`config.mk`:
```
export PLATFORM = sky130hd
export DESIGN_NAME = ser_out_port
export DESIGN_NICKNAME = d
export VERILOG_FILES = /design/src/rtl/ser_out_pkg.sv /design/src/rtl/ser_edge_sync.sv /design/src/rtl/ser_quarter_clk.sv /design/src/rtl/ser_frame_ctl.sv /design/src/rtl/ser_out_port.sv
export SDC_FILE = /design/constraint.sdc
export NUM_CORES = 1
export LEC_CHECK = 0
export BUFFER_PORTS_ARGS = -buffer_cell sky130_fd_sc_hd__buf_2
export CELL_PAD_IN_SITES_DETAIL_PLACEMENT = 1
export CELL_PAD_IN_SITES_GLOBAL_PLACEMENT = 1
export CORE_UTILIZATION = 45
export DETAILED_ROUTE_END_ITERATION = 8
export PLACE_DENSITY_LB_ADDON = 0.1
export SLEW_MARGIN = 20
export SYNTH_ARGS = -nofsm -noshare
export SYNTH_HDL_FRONTEND = slang
export SYNTH_SLANG_ARGS = --single-unit
```
`constraint.sdc`:
```
create_clock -name clk -period 6.3 [get_ports clk]
set_input_delay 0.63 -clock clk [delete_from_list [all_inputs] [get_ports clk]]
set_output_delay 0.63 -clock clk [all_outputs]
set_load 0.01 [all_outputs]
```
`src/rtl/ser_out_pkg.sv`:
```
package ser_out_pkg;
  typedef enum logic [1:0] {
    FMT_ASYNC    = 2'b00,
    FMT_EXT      = 2'b01,
    FMT_SELF     = 2'b10,
    FMT_SELF_ALT = 2'b11
  } fmt_e;

  localparam int START_BITS = 1;
  localparam int CHAR_DATA  = 8;
  localparam int STOP_BITS  = 2;
endpackage

```
`src/rtl/ser_edge_sync.sv`:
```
module ser_edge_sync #(
  parameter int STAGES = 2
) (
  input  logic clk,
  input  logic rst_n,
  input  logic din,
  output logic fall
);
  logic [STAGES-1:0] sr;
  logic              prev;

  generate
    if (STAGES == 1) begin : g_one
      always_ff @(posedge clk or negedge rst_n)
        if (!rst_n) sr <= '0;
        else        sr <= din;
    end else begin : g_many
      always_ff @(posedge clk or negedge rst_n)
        if (!rst_n) sr <= '0;
        else        sr <= {sr[STAGES-2:0], din};
    end
  endgenerate

  always_ff @(posedge clk or negedge rst_n)
    if (!rst_n) prev <= 1'b0;
    else        prev <= sr[STAGES-1];

  assign fall = prev & ~sr[STAGES-1];
endmodule

```
`src/rtl/ser_quarter_clk.sv`:
```
module ser_quarter_clk #(
  parameter int DIV     = 4,
  parameter int HIGH_PH = 1
) (
  input  logic clk,
  input  logic rst_n,
  input  logic run,
  output logic clk_lvl,
  output logic tick
);
  localparam int PH_W = (DIV > 1) ? $clog2(DIV) : 1;

  logic [PH_W-1:0] phase;

  always_ff @(posedge clk or negedge rst_n)
    if (!rst_n)                         phase <= '0;
    else if (!run)                      phase <= '0;
    else if (phase == PH_W'(DIV - 1))   phase <= '0;
    else                                phase <= phase + 1'b1;

  assign clk_lvl = run && (phase == PH_W'(HIGH_PH));
  assign tick    = run && (phase == PH_W'(DIV - 1));
endmodule

```
`src/rtl/ser_frame_ctl.sv`:
```
module ser_frame_ctl
  import ser_out_pkg::*;
#(
  parameter int WORD_W   = 16,
  parameter int HOLD_CYC = 4
) (
  input  logic              clk,
  input  logic              rst_n,
  input  fmt_e              fmt,
  input  logic              load,
  input  logic [WORD_W-1:0] load_data,
  input  logic              cs_n,
  input  logic              adv,
  output logic              busy,
  output logic              bit_out,
  output logic              drdy_n,
  output logic              start_evt,
  output logic              done_evt,
  output logic              abort_evt
);
  localparam int BYTES     = WORD_W / CHAR_DATA;
  localparam int CHAR_LEN  = START_BITS + CHAR_DATA + STOP_BITS;
  localparam int ASYNC_LEN = BYTES * CHAR_LEN;
  localparam int IDX_W     = $clog2(ASYNC_LEN + 1);
  localparam int HOLD_W    = $clog2(HOLD_CYC + 1);

  logic [WORD_W-1:0] word_q;
  logic              valid_q;
  logic [HOLD_W-1:0] hold_q;
  logic [IDX_W-1:0]  idx_q;
  logic              ready;
  logic              at_last;

  // bit number n of the frame in send order
  function automatic logic frame_bit(input fmt_e f, input logic [WORD_W-1:0] w,
                                     input logic [IDX_W-1:0] i);
    int n, ch, pos;
    n = int'(i);
    if (f == FMT_ASYNC) begin
      ch  = n / CHAR_LEN;
      pos = n % CHAR_LEN;
      if (pos < START_BITS)                  return 1'b0;
      else if (pos < START_BITS + CHAR_DATA) return w[(BYTES-1-ch)*CHAR_DATA + pos - START_BITS];
      else                                   return 1'b1;
    end
    return w[WORD_W-1-n];
  endfunction

  function automatic logic [IDX_W-1:0] frame_last(input fmt_e f);
    return (f == FMT_ASYNC) ? IDX_W'(ASYNC_LEN - 1) : IDX_W'(WORD_W - 1);
  endfunction

  assign ready   = valid_q && (hold_q == '0);
  assign at_last = (idx_q == frame_last(fmt));

  assign start_evt = !load && !busy && ready && !cs_n;
  assign abort_evt = !load && busy && cs_n;
  assign done_evt  = !load && busy && !cs_n && adv && at_last;

  always_ff @(posedge clk or negedge rst_n)
    if (!rst_n) begin
      word_q  <= '0;
      valid_q <= 1'b0;
      hold_q  <= '0;
      busy    <= 1'b0;
      idx_q   <= '0;
    end else if (load) begin
      word_q  <= load_data;
      valid_q <= 1'b1;
      hold_q  <= HOLD_W'(HOLD_CYC);
      busy    <= 1'b0;
      idx_q   <= '0;
    end else begin
      if (hold_q != '0) hold_q <= hold_q - 1'b1;
      if (abort_evt || done_evt) begin
        busy    <= 1'b0;
        valid_q <= 1'b0;
      end else if (busy && adv) begin
        idx_q <= idx_q + 1'b1;
      end else if (start_evt) begin
        busy  <= 1'b1;
        idx_q <= '0;
      end
    end

  assign bit_out = busy ? frame_bit(fmt, word_q, idx_q) : 1'b1;
  assign drdy_n  = ~ready;
endmodule

```
`src/rtl/ser_out_port.sv`:
```
module ser_out_port
  import ser_out_pkg::*;
#(
  parameter int WORD_W    = 16,
  parameter int HOLD_CYC  = 4,
  parameter int SYNC_STG  = 2,
  parameter int CLK_DIV   = 4
) (
  input  logic              clk,
  input  logic              rst_n,
  input  logic [1:0]        mode,
  input  logic              load,
  input  logic [WORD_W-1:0] load_data,
  input  logic              cs_n,
  input  logic              sclk_in,
  output logic              sclk_out,
  output logic              sclk_oe,
  output logic              sdata,
  output logic              drdy_n
);
  fmt_e fmt;
  logic is_self;
  logic ext_fall;
  logic q_lvl;
  logic q_tick;
  logic bit_adv;
  logic busy;
  logic start_evt;
  logic done_evt;
  logic abort_evt;

  assign fmt     = fmt_e'(mode);
  assign is_self = mode[1];

  ser_edge_sync #(.STAGES(SYNC_STG)) u_sync (
    .clk  (clk),
    .rst_n(rst_n),
    .din  (sclk_in),
    .fall (ext_fall)
  );

  ser_quarter_clk #(.DIV(CLK_DIV), .HIGH_PH(1)) u_qclk (
    .clk    (clk),
    .rst_n  (rst_n),
    .run    (busy && is_self),
    .clk_lvl(q_lvl),
    .tick   (q_tick)
  );

  assign bit_adv = is_self ? q_tick : ext_fall;

  ser_frame_ctl #(.WORD_W(WORD_W), .HOLD_CYC(HOLD_CYC)) u_ctl (
    .clk      (clk),
    .rst_n    (rst_n),
    .fmt      (fmt),
    .load     (load),
    .load_data(load_data),
    .cs_n     (cs_n),
    .adv      (bit_adv),
    .busy     (busy),
    .bit_out  (sdata),
    .drdy_n   (drdy_n),
    .start_evt(start_evt),
    .done_evt (done_evt),
    .abort_evt(abort_evt)
  );

  assign sclk_out = q_lvl;
  assign sclk_oe  = is_self;
endmodule

```
==> results of run 1 <==
==> Yosys cell counts (4+ instances only) <==
cell	number	area, µm²
inv_1	8	30.0
o31ai_1	6	45.0
mux4_2	6	135
nor2_1	19	71.3
nand2b_1	8	50.1
a21o_1	4	30.0
clkbuf_1	5	18.8
a21oi_1	13	65.1
nor3_1	10	50.1
ha_1	12	150
nand2_1	19	71.3
o21ai_0	12	60.1
mux2i_1	5	50.1
mux2_2	18	203
dfrtp_1	31	776
==> registers in the layout, summed over array words and instances (netlist names) <==
name / flops
u_qclk.phase: 2
u_sync.sr: 2
u_ctl.valid_q: 1
u_sync.prev: 1
u_ctl.idx_q: 5
u_ctl.busy: 1
u_ctl.word_q: 16
u_ctl.hold_q: 3
==> kinds of logic (layout without fill, tap and decap cells) <==
family	after synthesis	after routing	share of synthesized area
and+or+nand+nor	77	77	0.169
AOI/OAI and AO/OA	61	61	0.199
DFF	31	31	0.343
muxes	29	29	0.171
buffers and inverters	20	43	0.0403
adders and majority gates	12	12	0.0663
xor gates and xnor gates	3	3	0.0116
==> area by class of cell <==
type                            count  area [µm²]  share of cell area
Timing Repair Buffer               27         138              0.0541
Sequential cell                    31         776               0.305
Clock buffer                        6        82.6              0.0325
Multi-Input combinational cell    182        1400               0.550
Clock inverter                      2        35.0              0.0138
Inverter                            8        30.0              0.0118
Tap cell                           67        83.8              0.0330
==> final timing paths <==
| kind | startpoint | to | slack (ns) | cells past startpoint |
|---|---|---|---|---|
| min | u_sync.sr[0]$_DFF_PN0_ | u_sync.sr[1]$_DFF_PN0_ | 0.35 | 0 |
| max | u_ctl.idx_q[2]$_DFFE_PN0P_ | sdata | 0.70 | 14 |
| min reg2reg | u_sync.sr[0]$_DFF_PN0_ | u_sync.sr[1]$_DFF_PN0_ | 0.35 | 0 |
| min in group asynchronous | rst_n | u_ctl.busy$_DFFE_PN0P_ | 0.38 | 1 |
| max in group asynchronous | rst_n | u_ctl.word_q[2]$_DFFE_PN0P_ | 5.46 | 1 |
| max reg2reg | u_ctl.idx_q[3]$_DFFE_PN0P_ | u_ctl.idx_q[2]$_DFFE_PN0P_ | 3.68 | 6 |
==> through the flow <==
stage / setup WS, ns / utilization
final: 0.702 / 0.531
after global routing: 0.344 / 0.531
after CTS: 0.701 / 0.531
after detailed placement: 1.01 / 0.507
after global placement: 1.17 / 0.507
after floorplan: 1.50 / -
==> placed cells by master (no fill, tap or decap), types with 3 or more instances in the layout <==
| cell type | count |
|---|---|
| or2_2 | 3 |
| nand3_1 | 3 |
| nand2_1 | 19 |
| inv_1 | 8 |
| clkbuf_8 | 6 |
| nor3_1 | 10 |
| a21o_1 | 4 |
| mux2i_1 | 5 |
| a211oi_1 | 3 |
| a21oi_1 | 13 |
| o21ai_0 | 12 |
| nand2b_1 | 8 |
| mux2_2 | 18 |
| and3_1 | 3 |
| nand3b_1 | 3 |
| nor2_1 | 19 |
| ha_1 | 12 |
| dfrtp_1 | 31 |
| mux4_2 | 6 |
| buf_2 | 26 |
| nand4_1 | 3 |
| o31ai_1 | 6 |
==> where the power goes <==
part	internal (mW)	switching, mW	total [mW]	leakage [nW]
Sequential	0.221	0.0199	0.241	0.378
Combinational	0.0472	0.0467	0.0939	0.627
Clock	0.128	0.0765	0.204	0.0612
==> layer usage <==
metal | share of wire | vias to the layer above
met5 | 0 | -
met3 | 0.019 | 6
met4 | 0.011 | 0
met1 | 0.49 | 911
met2 | 0.48 | 20
li1 | - | 912
==> impl_metrics.py, run 1 <==
metrics = {
    "global_routing": {
        "antenna_found_initial": 0,
        "overflow": 0,
        "grt_pass1_vias": 1939,
        "grt_max_degree": 32,
        "met2_usage": 0.382,
        "grt_use_met3": 0.0304,
        "grt_use_total": 0.228,
        "grt_use_met1": 0.311,
        "grt_first_pass_wirelength_mm": 9.20,
        "top_usage_layer": "met2",
    },
    "timing": {
        "fin_hold_ws_ns": 0.348,
        "fin_crit_ns": 5.60,
        "worst_pin_slew_ns": 0.791,
        "skew_ns": 0.00695,
        "setup_violations": 0,
        "finalHoldViolations": 0,
        "timing.final.crit_share": 0.889,
        "clock.fmax_mhz": 179,
        "rsz0062_at_grt": "no",
        "slew_headroom": 0.470,
        "drv_slew": 0,
        "tns_ns": 0,
    },
    "logic_synthesis": {
        "syn_inst": 233,
        "ys_seq_elements": 31,
        "yosysSeqAreaShare": 0.343,
        "avgSynthCellArea_um2": 9.72,
        "synth_fp_nets": 268,
        "synth.distinct_cells": 53,
        "yosys_warnings": 0,
        "synth_edf_count": 0,
        "syn_area_mm2": 0.00226,
        "synthFlopType": "dfrtp_1",
        "async_reset_ff_frac": 1.00,
    },
    "clock_tree": {
        "clk_pin_slew_ns": 0.07,
        "cts_buffers": 5,
        "htreeDepth": 2,
        "cts_root_buf": "clkbuf_8",
        "cts_setup_buffers": 0,
        "clock_sinks": 31,
        "clockBufferDepth": 2,
        "cts_hold_buf": 0,
        "insertion_delay_ns": 0.28,
        "cts_tree": "built",
        "ctsResizeCount": 0,
    },
    "route": {
        "post_drt_wl_per_cell_um": 16.8,
        "routed_wirelength_mm": 5.42,
        "viasPerCell": 5.72,
        "antenna_left": 0,
        "vias": 1849,
        "dr.pass1.iters": 4,
        "drtIter0Drc": 76,
        "post-route-drc-count": 0,
    },
    "power": {
        "power_density_mw_per_mm2": 212,
        "total_power_mw": 0.539,
        "ir_drop_mv": 0.154,
        "p_leak_nw": 1.07,
    },
    "setup_path": {
        "critPathLaunchType": "register",
        "cp-end-kind": "output port",
        "required_ns": 5.67,
        "cp_slowest_cell": "dfrtp_1",
        "cp_top_family": "adder cells",
        "crit_type": "register to output port",
        "critPathMaxFanout": 14,
        "cp_num_buf_inv": 1,
        "worstPathCellList": "ha_1, a211o_1, nand2_1, xnor2_1, ha_1, o21ai_4, a211oi_2, ha_1, ha_1, mux4_2, mux2_2, and3_1, o41a_1, buf_2",
        "crit_path_frequent_cell": "ha_1",
        "max_stage_delay_ns": 0.68,
        "crit_arrival_ns": 4.97,
    },
    "place": {
        "dpl_cell_area_mm2": 0.00242,
        "routabilityCongestion": 0.773,
        "dpl.hpwl_mm": 4.07,
        "place_inst": 315,
        "portBuffers": 26,
    },
    "outcome": {
        "outcome": "finished, final reports clean",
    },
    "floorplanning": {
        "dieArea_mm2": 0.00532,
        "core_mm2": 0.00479,
        "die_y_um": 72.9,
        "io_pins": 27,
        "start_util": 0.473,
        "rows": 25,
        "fp.dieW_um": 72.9,
    },
    "worst_hold_path": {
        "hp-class": "register to register",
    },
    "final_layout": {
        "fillers": 569,
        "fin_area_mm2": 0.00254,
        "diodes": 0,
        "drive_above_1_share": 0.266,
        "area_growth_pct": 12.3,
        "nets": 290,
        "stdcell_count": 323,
    },
    "flow_run": {
        "cap_violations": 0,
    },
}
No activity file was read; power rests on OpenSTA's default activity.
==> run 2: changes to the inputs <==
--- a/config.mk
+++ b/config.mk
@@ -5,10 +5,11 @@
 export SDC_FILE = /design/constraint.sdc
 export NUM_CORES = 1
 export LEC_CHECK = 0
+export ABC_AREA = 1
 export BUFFER_PORTS_ARGS = -buffer_cell sky130_fd_sc_hd__buf_2
 export CELL_PAD_IN_SITES_DETAIL_PLACEMENT = 1
 export CELL_PAD_IN_SITES_GLOBAL_PLACEMENT = 1
-export CORE_UTILIZATION = 45
+export CORE_UTILIZATION = 42
 export DETAILED_ROUTE_END_ITERATION = 8
 export PLACE_DENSITY_LB_ADDON = 0.1
 export SLEW_MARGIN = 20
==> impl_metrics.py, run 2 <==
metrics = {
    "outcome": {
        "outcome": "finished, final reports clean",
    },
    "setup_path": {
        "critPathMaxFanout": 22,
        "crit_arrival_ns": 4.19,
        "crit_path_frequent_cell": "nand2_1",
        "startpoint": "u_ctl.idx_q[0]$_DFFE_PN0P_",
        "reg2regPathDepth": 11,
        "crit_type": "register to output port",
        "critPathLaunchType": "register",
        "max_stage_delay_ns": 0.78,
        "worstPathCellList": "inv_1, ha_1, nand2_1, inv_1, nand2_1, nand3_1, nand2_1, inv_1, ha_1, inv_1, nand2_4, nand2_4, nand2_4, nand2_1, nand2_1, ha_1, ha_1, inv_1, nand3_1, nand3_1, nand3_1, nand3_1, nand2_1, buf_2",
        "cp_slowest_cell": "dfrtp_1",
        "cp_top_family": "simple AND/OR/NAND/NOR gates",
        "cp_num_buf_inv": 6,
        "r2r-start": "u_ctl.idx_q[0]$_DFFE_PN0P_",
        "cp-end-kind": "output port",
        "cp_num_cells": 24,
        "required_ns": 5.67,
    },
    "clock_tree": {
        "cts_hold_buf": 0,
        "cts_tree": "built",
        "insertion_delay_ns": 0.28,
        "ctsResizeCount": 0,
        "clock_sinks": 31,
        "clockBufferDepth": 2,
        "cts_buffers": 5,
        "htreeDepth": 2,
        "cts_root_buf": "clkbuf_8",
        "cts_setup_buffers": 0,
        "clk_pin_slew_ns": 0.07,
    },
    "logic_synthesis": {
        "avgSynthCellArea_um2": 6.93,
        "synth_fp_nets": 366,
        "yosys_warnings": 0,
        "ys_seq_elements": 31,
        "synth.distinct_cells": 29,
        "synthFlopType": "dfrtp_1",
        "yosys-top-cells-count": "nand2_1, inv_1, nand3_1",
        "async_reset_ff_frac": 1.00,
        "syn_area_mm2": 0.00229,
        "yosysMostFrequentCell": "nand2_1",
        "yosysSeqAreaShare": 0.338,
        "synth_edf_count": 0,
        "syn_inst": 331,
        "synth.top_cell.area_share": 0.338,
        "synth.area.top_cells": "dfrtp_1, nand2_1, nand3_1",
        "synth_top_cell_by_area": "dfrtp_1",
    },
    "route": {
        "wl_met1_mm": 2.81,
        "post_drt_wl_per_cell_um": 13.7,
        "met2_length_mm": 2.73,
        "dr.pass1.iters": 4,
        "top_layer": "met4",
        "vias": 2196,
        "viasPerCell": 5.15,
        "routed_wirelength_mm": 5.83,
        "antenna_left": 0,
        "drtIter0Drc": 70,
        "met3RoutedLength_um": 167,
        "post-route-drc-count": 0,
    },
    "floorplanning": {
        "rows": 26,
        "die_y_um": 75.9,
        "dieArea_mm2": 0.00576,
        "start_util": 0.444,
        "fp.dieW_um": 75.9,
        "io_pins": 27,
        "core_mm2": 0.00517,
    },
    "worst_hold_path": {
        "hp-start": "u_sync.sr[0]$_DFF_PN0_",
        "holdPathStages": 0,
        "hp-class": "register to register",
    },
    "timing": {
        "finalHoldViolations": 0,
        "slew_headroom": 0.539,
        "clock.fmax_mhz": 207,
        "timing.final.crit_share": 0.765,
        "fin_hold_ws_ns": 0.356,
        "fin_crit_ns": 4.82,
        "tns_ns": 0,
        "skew_ns": 0.00402,
        "worst_pin_slew_ns": 0.691,
        "drv_slew": 0,
        "rsz0062_at_grt": "no",
        "setup_violations": 0,
    },
    "flow_run": {
        "cap_violations": 0,
    },
    "place": {
        "dpl.hpwl_mm": 4.80,
        "portBuffers": 26,
        "place_inst": 418,
        "routabilityCongestion": 0.865,
    },
    "global_routing": {
        "overflow": 0,
        "antenna_found_initial": 0,
        "grt_max_degree": 37,
        "grt_pass1_vias": 2285,
        "grt_first_pass_wirelength_mm": 10.5,
        "grt_use_total": 0.223,
    },
    "power": {
        "p_switching_mw": 0.255,
        "p_leak_nw": 1.35,
        "pwr-share-comb": 0.373,
        "p_clk_frac": 0.237,
        "ir_drop_mv": 0.161,
        "p_seq_frac": 0.390,
        "intPower_mw": 0.387,
        "power_density_mw_per_mm2": 251,
        "swShare": 0.397,
    },
    "final_layout": {
        "drive_above_1_share": 0.152,
        "top_regs": "u_ctl.word_q: 16 flops, u_ctl.idx_q: 5 flops, u_ctl.hold_q: 3 flops",
        "top_register": "u_ctl.word_q",
        "nets": 390,
        "area_growth_pct": 11.3,
        "final_common_cell": "nand2_1",
        "diodes": 0,
        "final_cell_mix": "nand2_1, inv_1, nand3_1",
        "stdcell_count": 426,
        "largest_reg_flops": 16,
    },
}
==> run 2: cell count changes in the layout (fill, tap and decap cells not counted), sizes merged, moves of 4 or more <==
cell / delta
a21o: -4
mux2: -18
o2111ai: +4
nand3: +40
mux4: -6
o31ai: -6
o21ai: +19
inv: +43
nor3: -4
nand2b: -8
mux2i: -5
nand2: +79
==> run 2: per-stage QoR <==
step | instance area, µm² | setup WS (ns) | power [mW] | util
3_3_place_gp | 2470 | 1.96 | 0.484 | 0.478
6_report | 2550 | 1.48 | 0.642 | 0.494
5_1_grt | 2550 | 1.04 | 0.695 | 0.494
4_1_cts | 2550 | 1.47 | 0.648 | 0.494
3_5_place_dp | 2470 | 1.79 | 0.493 | 0.478
2_1_floorplan | 2290 | 2.84 | 0.426 | -
==> run 2: worst paths after layout <==
path                                                     to  slack, ns
worst max register to register   u_ctl.idx_q[3]$_DFFE_PN0P_       3.96
min in group asynchronous        u_ctl.idx_q[0]$_DFFE_PN0P_       0.39
max in group asynchronous       u_ctl.word_q[7]$_DFFE_PN0P_       5.47
worst max-delay path                                  sdata       1.48
worst min-delay path                 u_sync.sr[1]$_DFF_PN0_       0.36
worst min register to register       u_sync.sr[1]$_DFF_PN0_       0.36
==> run 2: routing by layer <==
metal	global-route usage	up-vias
li1	-	1121
met1	0.287	1024
met2	0.380	37
met3	0.0361	14
met4	0.0712	0
met5	0	-
==> run 2: kinds of logic (layout without fill, tap and decap cells) <==
family	count (synthesis)	after routing	share of synthesized area
and+or+nand+nor	174	174	0.364
DFF	31	31	0.338
xor gates and xnor gates	1	1	0.00382
buffers and inverters	61	86	0.104
adders and majority gates	12	12	0.0654
AOI/OAI and AO/OA	52	52	0.125
==> run 2: final cells by class <==
| cell class | instances | area (µm²) |
|---|---|---|
| multi-input cells | 239 | 1280 |
| repair buffers | 26 | 130 |
| clock buffers | 6 | 72.6 |
| inverters | 52 | 195 |
| fillers | 709 | 2620 |
| flip-flops and latches | 31 | 776 |
| clock inverters | 2 | 12.5 |
| well taps | 70 | 87.6 |
==> run 2: power by group through the flow <==
| stage | Sequential, mW | Clock (mW) | Combinational, mW |
|---|---|---|---|
| after floorplan | 0.235 | 0 | 0.191 |
| after global placement | 0.252 | 0 | 0.231 |
| after CTS | 0.250 | 0.157 | 0.241 |
| final | 0.250 | 0.152 | 0.240 |
| after detailed placement | 0.254 | 0 | 0.239 |
| after global routing | 0.254 | 0.164 | 0.276 |
==> run 2: worst register-to-register path: stages (launching register included) <==
cell,delay (ns)
dfrtp_1,0.78
inv_1,0.30
nor3_1,0.20
o2111ai_1,0.13
nand2_1,0.12
inv_1,0.07
o21ai_0,0.08
nand2_1,0.11
inv_1,0.15
nor2_1,0.08
a21oi_1,0.13
nor3_1,0.06
